[src/rtl/pgmc_pkg.sv]
package pgmc_pkg;

   typedef enum logic [2:0] {
      CWK_NONE = 3'd0,
      CWK_SKIP = 3'd1,
      CWK_MSG  = 3'd2,
      CWK_ADDR = 3'd3,
      CWK_IDLE = 3'd4
   } cw_kind_t;

   typedef enum logic {
      ST_OFF     = 1'b0,
      ST_COLLECT = 1'b1
   } ctrl_state_t;

endpackage

[src/rtl/pgmc_classify.sv]
module pgmc_classify
   import pgmc_pkg::*;
#(
   parameter int          CW_W       = 32,
   parameter int          FLAG_BIT   = 31,
   parameter logic [31:0] IDLE_WORD  = 32'h7A89C197,
   parameter bit          IDLE_EXACT = 1'b1
) (
   input  logic            valid_i,
   input  logic            sync_i,
   input  logic [CW_W-1:0] cw_i,
   output cw_kind_t        kind_o
);

   logic is_idle;

   generate
      if (IDLE_EXACT) begin : g_idle_cmp
         assign is_idle = (cw_i == IDLE_WORD[CW_W-1:0]);
      end else begin : g_idle_none
         // the idle word has flag bit 0, so it is still treated as an address word
         assign is_idle = 1'b0;
      end
   endgenerate

   always_comb begin
      if (!valid_i)            kind_o = CWK_NONE;
      else if (sync_i)         kind_o = CWK_SKIP;
      else if (cw_i[FLAG_BIT]) kind_o = CWK_MSG;
      else if (is_idle)        kind_o = CWK_IDLE;
      else                     kind_o = CWK_ADDR;
   end

endmodule

[src/rtl/pgmc_err_judge.sv]
module pgmc_err_judge #(
   parameter int ERR_CNT_W = 3,
   parameter int MAX_FIX   = 2
) (
   input  logic [ERR_CNT_W-1:0] cnt_i,
   input  logic                 uncorr_i,
   output logic                 bad_o
);

   localparam logic [ERR_CNT_W-1:0] LIMIT = ERR_CNT_W'(MAX_FIX);

   generate
      if (MAX_FIX == 0) begin : g_zero_tol
         assign bad_o = uncorr_i | (|cnt_i);
      end else begin : g_limit
         assign bad_o = uncorr_i | (cnt_i > LIMIT);
      end
   endgenerate

   always_comb begin
      AST_UNCORR_IS_BAD : assert (!uncorr_i || bad_o);
   end

endmodule

[src/rtl/pgmc_ctrl.sv]
module pgmc_ctrl
   import pgmc_pkg::*;
#(
   parameter int DATA_W = 20
) (
   input  logic              clk,
   input  logic              rst_n,
   input  logic              start_i,
   input  cw_kind_t          kind_i,
   input  logic              bad_i,
   input  logic [DATA_W-1:0] field_i,
   output logic [DATA_W-1:0] data_o,
   output logic              rdy_o,
   output logic              err_o,
   output logic              done_o
);

   ctrl_state_t       st_q;
   logic [DATA_W-1:0] data_q;
   logic              rdy_q, err_q, done_q;

   always_ff @(posedge clk) begin
      if (!rst_n) begin
         st_q   <= ST_OFF;
         data_q <= '0;
         rdy_q  <= 1'b0;
         err_q  <= 1'b0;
         done_q <= 1'b0;
      end else begin
         rdy_q <= 1'b0;
         if (start_i) begin
            st_q   <= ST_COLLECT;
            err_q  <= 1'b0;
            done_q <= 1'b0;
         end else if (st_q == ST_COLLECT) begin
            case (kind_i)
               CWK_MSG: begin
                  if (!err_q) begin
                     data_q <= field_i;
                     rdy_q  <= 1'b1;
                     err_q  <= bad_i;
                  end
               end
               CWK_ADDR, CWK_IDLE: begin
                  done_q <= 1'b1;
                  st_q   <= ST_OFF;
               end
               default: ;
            endcase
         end
      end
   end

   assign data_o = data_q;
   assign rdy_o  = rdy_q;
   assign err_o  = err_q;
   assign done_o = done_q;

   AST_OFF_NO_RDY : assert property (@(posedge clk) disable iff (!rst_n)
      (st_q == ST_OFF && !start_i) |=> !rdy_q);
   AST_ERR_LOCKS : assert property (@(posedge clk) disable iff (!rst_n)
      (err_q && !start_i) |=> (!rdy_q && $stable(data_q)));
   AST_DONE_STICKY : assert property (@(posedge clk) disable iff (!rst_n)
      (done_q && !start_i) |=> done_q);
   AST_START_CLEARS : assert property (@(posedge clk) disable iff (!rst_n)
      start_i |=> (!done_q && !err_q && !rdy_q));
   AST_DONE_ENDS : assert property (@(posedge clk) disable iff (!rst_n)
      done_q |-> (st_q == ST_OFF));

endmodule

[src/rtl/pgmc_collect.sv]
module pgmc_collect
   import pgmc_pkg::*;
#(
   parameter int          CW_W       = 32,
   parameter int          FLAG_BIT   = 31,
   parameter int          DATA_W     = 20,
   parameter int          DATA_LSB   = 11,
   parameter int          ERR_CNT_W  = 3,
   parameter int          MAX_FIX    = 2,
   parameter logic [31:0] IDLE_WORD  = 32'h7A89C197,
   parameter bit          IDLE_EXACT = 1'b1
) (
   input  logic                 clk,
   input  logic                 rst_n,
   input  logic                 start_i,
   input  logic                 cw_valid_i,
   input  logic [CW_W-1:0]      cw_i,
   input  logic                 sync_slot_i,
   input  logic [ERR_CNT_W-1:0] err_cnt_i,
   input  logic                 uncorr_i,
   output logic [DATA_W-1:0]    msg_data_o,
   output logic                 msg_rdy_o,
   output logic                 msg_err_o,
   output logic                 done_o
);

   localparam int DATA_MSB = DATA_LSB + DATA_W - 1;

   generate
      if (FLAG_BIT >= CW_W) begin : g_bad_flag
         $error("pgmc_collect: FLAG_BIT outside the codeword");
      end
      if (DATA_MSB >= FLAG_BIT) begin : g_bad_field
         $error("pgmc_collect: data field overlaps the flag bit");
      end
      if (CW_W > 32) begin : g_bad_width
         $error("pgmc_collect: CW_W above the idle constant width");
      end
      if (MAX_FIX >= (1 << ERR_CNT_W)) begin : g_bad_fix
         $error("pgmc_collect: MAX_FIX does not fit the error count");
      end
   endgenerate

   cw_kind_t          kind;
   logic              bad;
   logic [DATA_W-1:0] field;

   assign field = cw_i[DATA_LSB +: DATA_W];

   pgmc_classify #(
      .CW_W(CW_W), .FLAG_BIT(FLAG_BIT),
      .IDLE_WORD(IDLE_WORD), .IDLE_EXACT(IDLE_EXACT)
   ) i_classify (
      .valid_i(cw_valid_i), .sync_i(sync_slot_i), .cw_i(cw_i), .kind_o(kind)
   );

   pgmc_err_judge #(.ERR_CNT_W(ERR_CNT_W), .MAX_FIX(MAX_FIX)) i_judge (
      .cnt_i(err_cnt_i), .uncorr_i(uncorr_i), .bad_o(bad)
   );

   pgmc_ctrl #(.DATA_W(DATA_W)) i_ctrl (
      .clk(clk), .rst_n(rst_n), .start_i(start_i),
      .kind_i(kind), .bad_i(bad), .field_i(field),
      .data_o(msg_data_o), .rdy_o(msg_rdy_o),
      .err_o(msg_err_o), .done_o(done_o)
   );

   AST_RDY_FROM_STROBE : assert property (@(posedge clk) disable iff (!rst_n)
      msg_rdy_o |-> $past(cw_valid_i));
   AST_RDY_NOT_SYNC : assert property (@(posedge clk) disable iff (!rst_n)
      msg_rdy_o |-> !$past(sync_slot_i));
   AST_RDY_FLAG_SET : assert property (@(posedge clk) disable iff (!rst_n)
      msg_rdy_o |-> $past(cw_i[FLAG_BIT]));
   AST_DATA_HOLD : assert property (@(posedge clk) disable iff (!rst_n)
      (!msg_rdy_o && $past(rst_n)) |-> $stable(msg_data_o));

endmodule

[config.mk]
export PLATFORM = sky130hd
export DESIGN_NAME = pgmc_collect
export DESIGN_NICKNAME = d
export VERILOG_FILES = /design/src/rtl/pgmc_pkg.sv /design/src/rtl/pgmc_classify.sv /design/src/rtl/pgmc_err_judge.sv /design/src/rtl/pgmc_ctrl.sv /design/src/rtl/pgmc_collect.sv
export SDC_FILE = /design/constraint.sdc
export NUM_CORES = 1
export LEC_CHECK = 0
export BUFFER_PORTS_ARGS = -buffer_cell sky130_fd_sc_hd__clkbuf_2
export CORE_MARGIN = 2
export CORE_UTILIZATION = 44
export DETAILED_ROUTE_END_ITERATION = 10
export HOLD_SLACK_MARGIN = 0.03
export PLACE_DENSITY = 0.83
export SKIP_CTS_REPAIR_TIMING = 1
export SKIP_LAST_GASP = 1
export SLEW_MARGIN = 30
export SYNTH_ARGS = -nofsm -noshare
export SYNTH_HDL_FRONTEND = slang
export SYNTH_SLANG_ARGS = --single-unit
[constraint.sdc]
create_clock -name clk -period 2.15 [get_ports clk]
set_clock_uncertainty 0.1 [all_clocks]
set_input_delay 0.645 -clock clk [delete_from_list [all_inputs] [get_ports clk]]
set_output_delay 0.645 -clock clk [all_outputs]
set_load 0.01 [all_outputs]
==> flow_summary.toml <==
[critical_path]
required_ps = 1400
cp_num_cells = 1
arrival_ps = 890
critical-path-top-delay-family = "flip-flops"
critPathMaxStageDelay_ps = 420
slowest_stage = "dfxtp_1"
crit_type = "flip-flop to output pin"
path_buf_inv = 1
crit_chain = "clkbuf_2"
reg2reg_depth = 4
setup.worst_path.start_class = "flip-flop"
cp-end-kind = "output pin"
crit_fanout = 3

[pwr]
p_int_mw = 0.676
powerDensity_mw_per_mm2 = 644
switching_power_mw = 0.173
p_sw_frac = 0.203
peakVddDrop_mv = 0.386
pwr-share-comb = 0.087
clockPowerShare = 0.378
leakage_nw = 0.608
p_seq_frac = 0.535

[timing]
tns_ps = 0
worst_pin_slew_ps = 433
finalCritPeriodShare = 0.760
max_clock_freq_mhz = 612
setup_viol = 0
finalHoldViolations = 0
min_period_ps = 1630
final_max_slew_viol_count = 0
post-route-worst-setup-slack_ps = 516
rsz0062_at_grt = "false"
worst_slew_margin_rel = 0.711

[yosys]
yosysSeqAreaShare = 0.491
yosysUniqueCellTypes = 17
syn_avg_cell_area_um2 = 9.50
syn_area_um2 = 978
synth_top_family_by_area = "simple AND/OR/NAND/NOR gates"
yosys.area_share.simple = 0.229
synth_compound_area_frac = 0.0307
muxShareOfSynthArea = 0.205
synthAdderAreaFrac = 0
synth_xor_xnor_area_share = 0
syn_inst = 103
synth_fp_nets = 144
ys_warn_count = 0
synth-seq-cells = 24

[cells_and_area]
layout-drive-gt1-share = 0.400
area_growth_pct = 34.7
diodes = 0
instances_no_fill = 183
nets = 197
fillCellCount = 203

[route]
first_iter_violations = 16
first_pass_iters = 4
drt-total-wl_mm = 1.99
routedWlPerCell_um = 10.9
vias_per_cell = 4.76
antenna_left = 0
vias = 871
drt_drc_violations_left = 0

[cts]
clock_path_buffers = 2
cts_tree = "built"
clk_pin_slew_ps = 130
clock-sinks = 24
cts_buffers = 3
clk_latency_ps = 300
root_buffer = "clkbuf_4"
cts-htree-levels = 1

[die]
rows = 17
start_util = 0.455
die_y_um = 51.2
die_w_um = 51.2
num_io_pins = 64
core_region_area_mm2 = 0.00215
floorplan.die_area_mm2 = 0.00262

[job]
cap_violations = 0

[outcome]
status = "finished, final reports clean"

[global_routing]
grt_pass1_wl_mm = 3.22
grtUsageTotal = 0.161
grt_max_degree = 23
grt.overflow.total = 0
antenna_found_initial = 0
grt_pass1_vias = 780

[worst_hold_path]
holdPathStages = 2
hp-class = "flip-flop to flip-flop"

[placed_design]
hpwlAfterDp_mm = 1.56
portBuffers = 52
place_congestion = 0.643
post-place-ws_ps = 426
dp.cells = 179
final timing paths:
check                                      start                              to  slack, ps
setup / recovery       i_ctrl.err_o$_SDFFE_PP0P_                       msg_err_o        520
hold / removal    i_ctrl.data_o[13]$_SDFFE_PN0P_  i_ctrl.data_o[13]$_SDFFE_PN0P_        370
hold reg to reg   i_ctrl.data_o[13]$_SDFFE_PN0P_  i_ctrl.data_o[13]$_SDFFE_PN0P_        370
setup reg to reg          i_ctrl.st_q$_SDFF_PN0_   i_ctrl.data_o[1]$_SDFFE_PN0P_        830
synthesized netlist by cell type:
| cell type | instances | share of area |
|---|---|---|
| nand2_1 | 40 | 0.15 |
| dfxtp_1 | 24 | 0.49 |
| mux2i_1 | 20 | 0.20 |
| clkbuf_1 | 3 | 0.012 |
| buf_2 | 2 | 0.010 |
| buf_6 | 2 | 0.023 |
| nor2_1 | 2 | 0.0077 |
| a211oi_1 | 1 | 0.0077 |
| a21oi_1 | 1 | 0.0051 |
| and2_1 | 1 | 0.0064 |
| nand2b_1 | 1 | 0.0064 |
| nand4b_4 | 1 | 0.024 |
| nor2b_1 | 1 | 0.0064 |
| nor3_4 | 1 | 0.017 |
| nor3b_1 | 1 | 0.0077 |
| o21a_1 | 1 | 0.0077 |
| o21ba_2 | 1 | 0.010 |
flip-flops by register name, summed over array words and instances, names as in the netlist:
signal,cells
i_ctrl.err_o,1
i_ctrl.done_o,1
i_ctrl.st_q,1
i_ctrl.rdy_o,1
i_ctrl.data_o,20
per-stage QoR:
step	utilization	hold WS (ps)	power (mW)	area [um^2]
6_report	0.613	369	0.849	1320
3_5_place_dp	0.589	346	0.538	1260
5_1_grt	0.613	379	0.888	1320
2_1_floorplan	-	379	0.498	978
3_3_place_gp	0.589	342	0.534	1260
4_1_cts	0.613	370	0.857	1320
logic make-up after synthesis:
kind of cell           Yosys count
buffers and inverters            7
multiplexers                    20
flip-flops                      24
AND/OR/NAND/NOR                 48
AO/OA/AOI/OAI                    4
final cells by class:
type                       count  area, um^2  share of cell area
clock buffer                   3        22.5              0.0171
clock inverter                 1        30.0              0.0228
multi-input combinational     72         454               0.345
sequential                    24         480               0.365
tap                           28        35.0              0.0266
timing repair buffer          55         295               0.224
layer usage:
| metal | track usage | share of wire | vias to the layer above |
|---|---|---|---|
| li1 | - | - | 440 |
| met3 | 0.0292 | 0.086 | 2 |
| met1 | 0.205 | 0.44 | 388 |
| met4 | 0.0586 | 0.0050 | 0 |
| met5 | 0 | 0 | - |
| met2 | 0.271 | 0.47 | 41 |
power groups by stage:
stage	sequential (mW)	combinational [mW]	clock (mW)
after global routing	0.455	0.0825	0.350
after detailed placement	0.464	0.0741	0
final	0.454	0.0739	0.321
after CTS	0.454	0.0745	0.329
after global placement	0.463	0.0705	0
after floorplan	0.465	0.0330	0
placed cells by master, fill, tap and decap left out, types with 2 or more instances in the layout:
cell type / count
nor2_1: 2
clkbuf_2: 52
dfxtp_1: 24
mux2i_1: 20
nand2_1: 40
clkbuf_4: 3
buf_4: 2
Note: power is estimated with default switching activity, not from simulation.
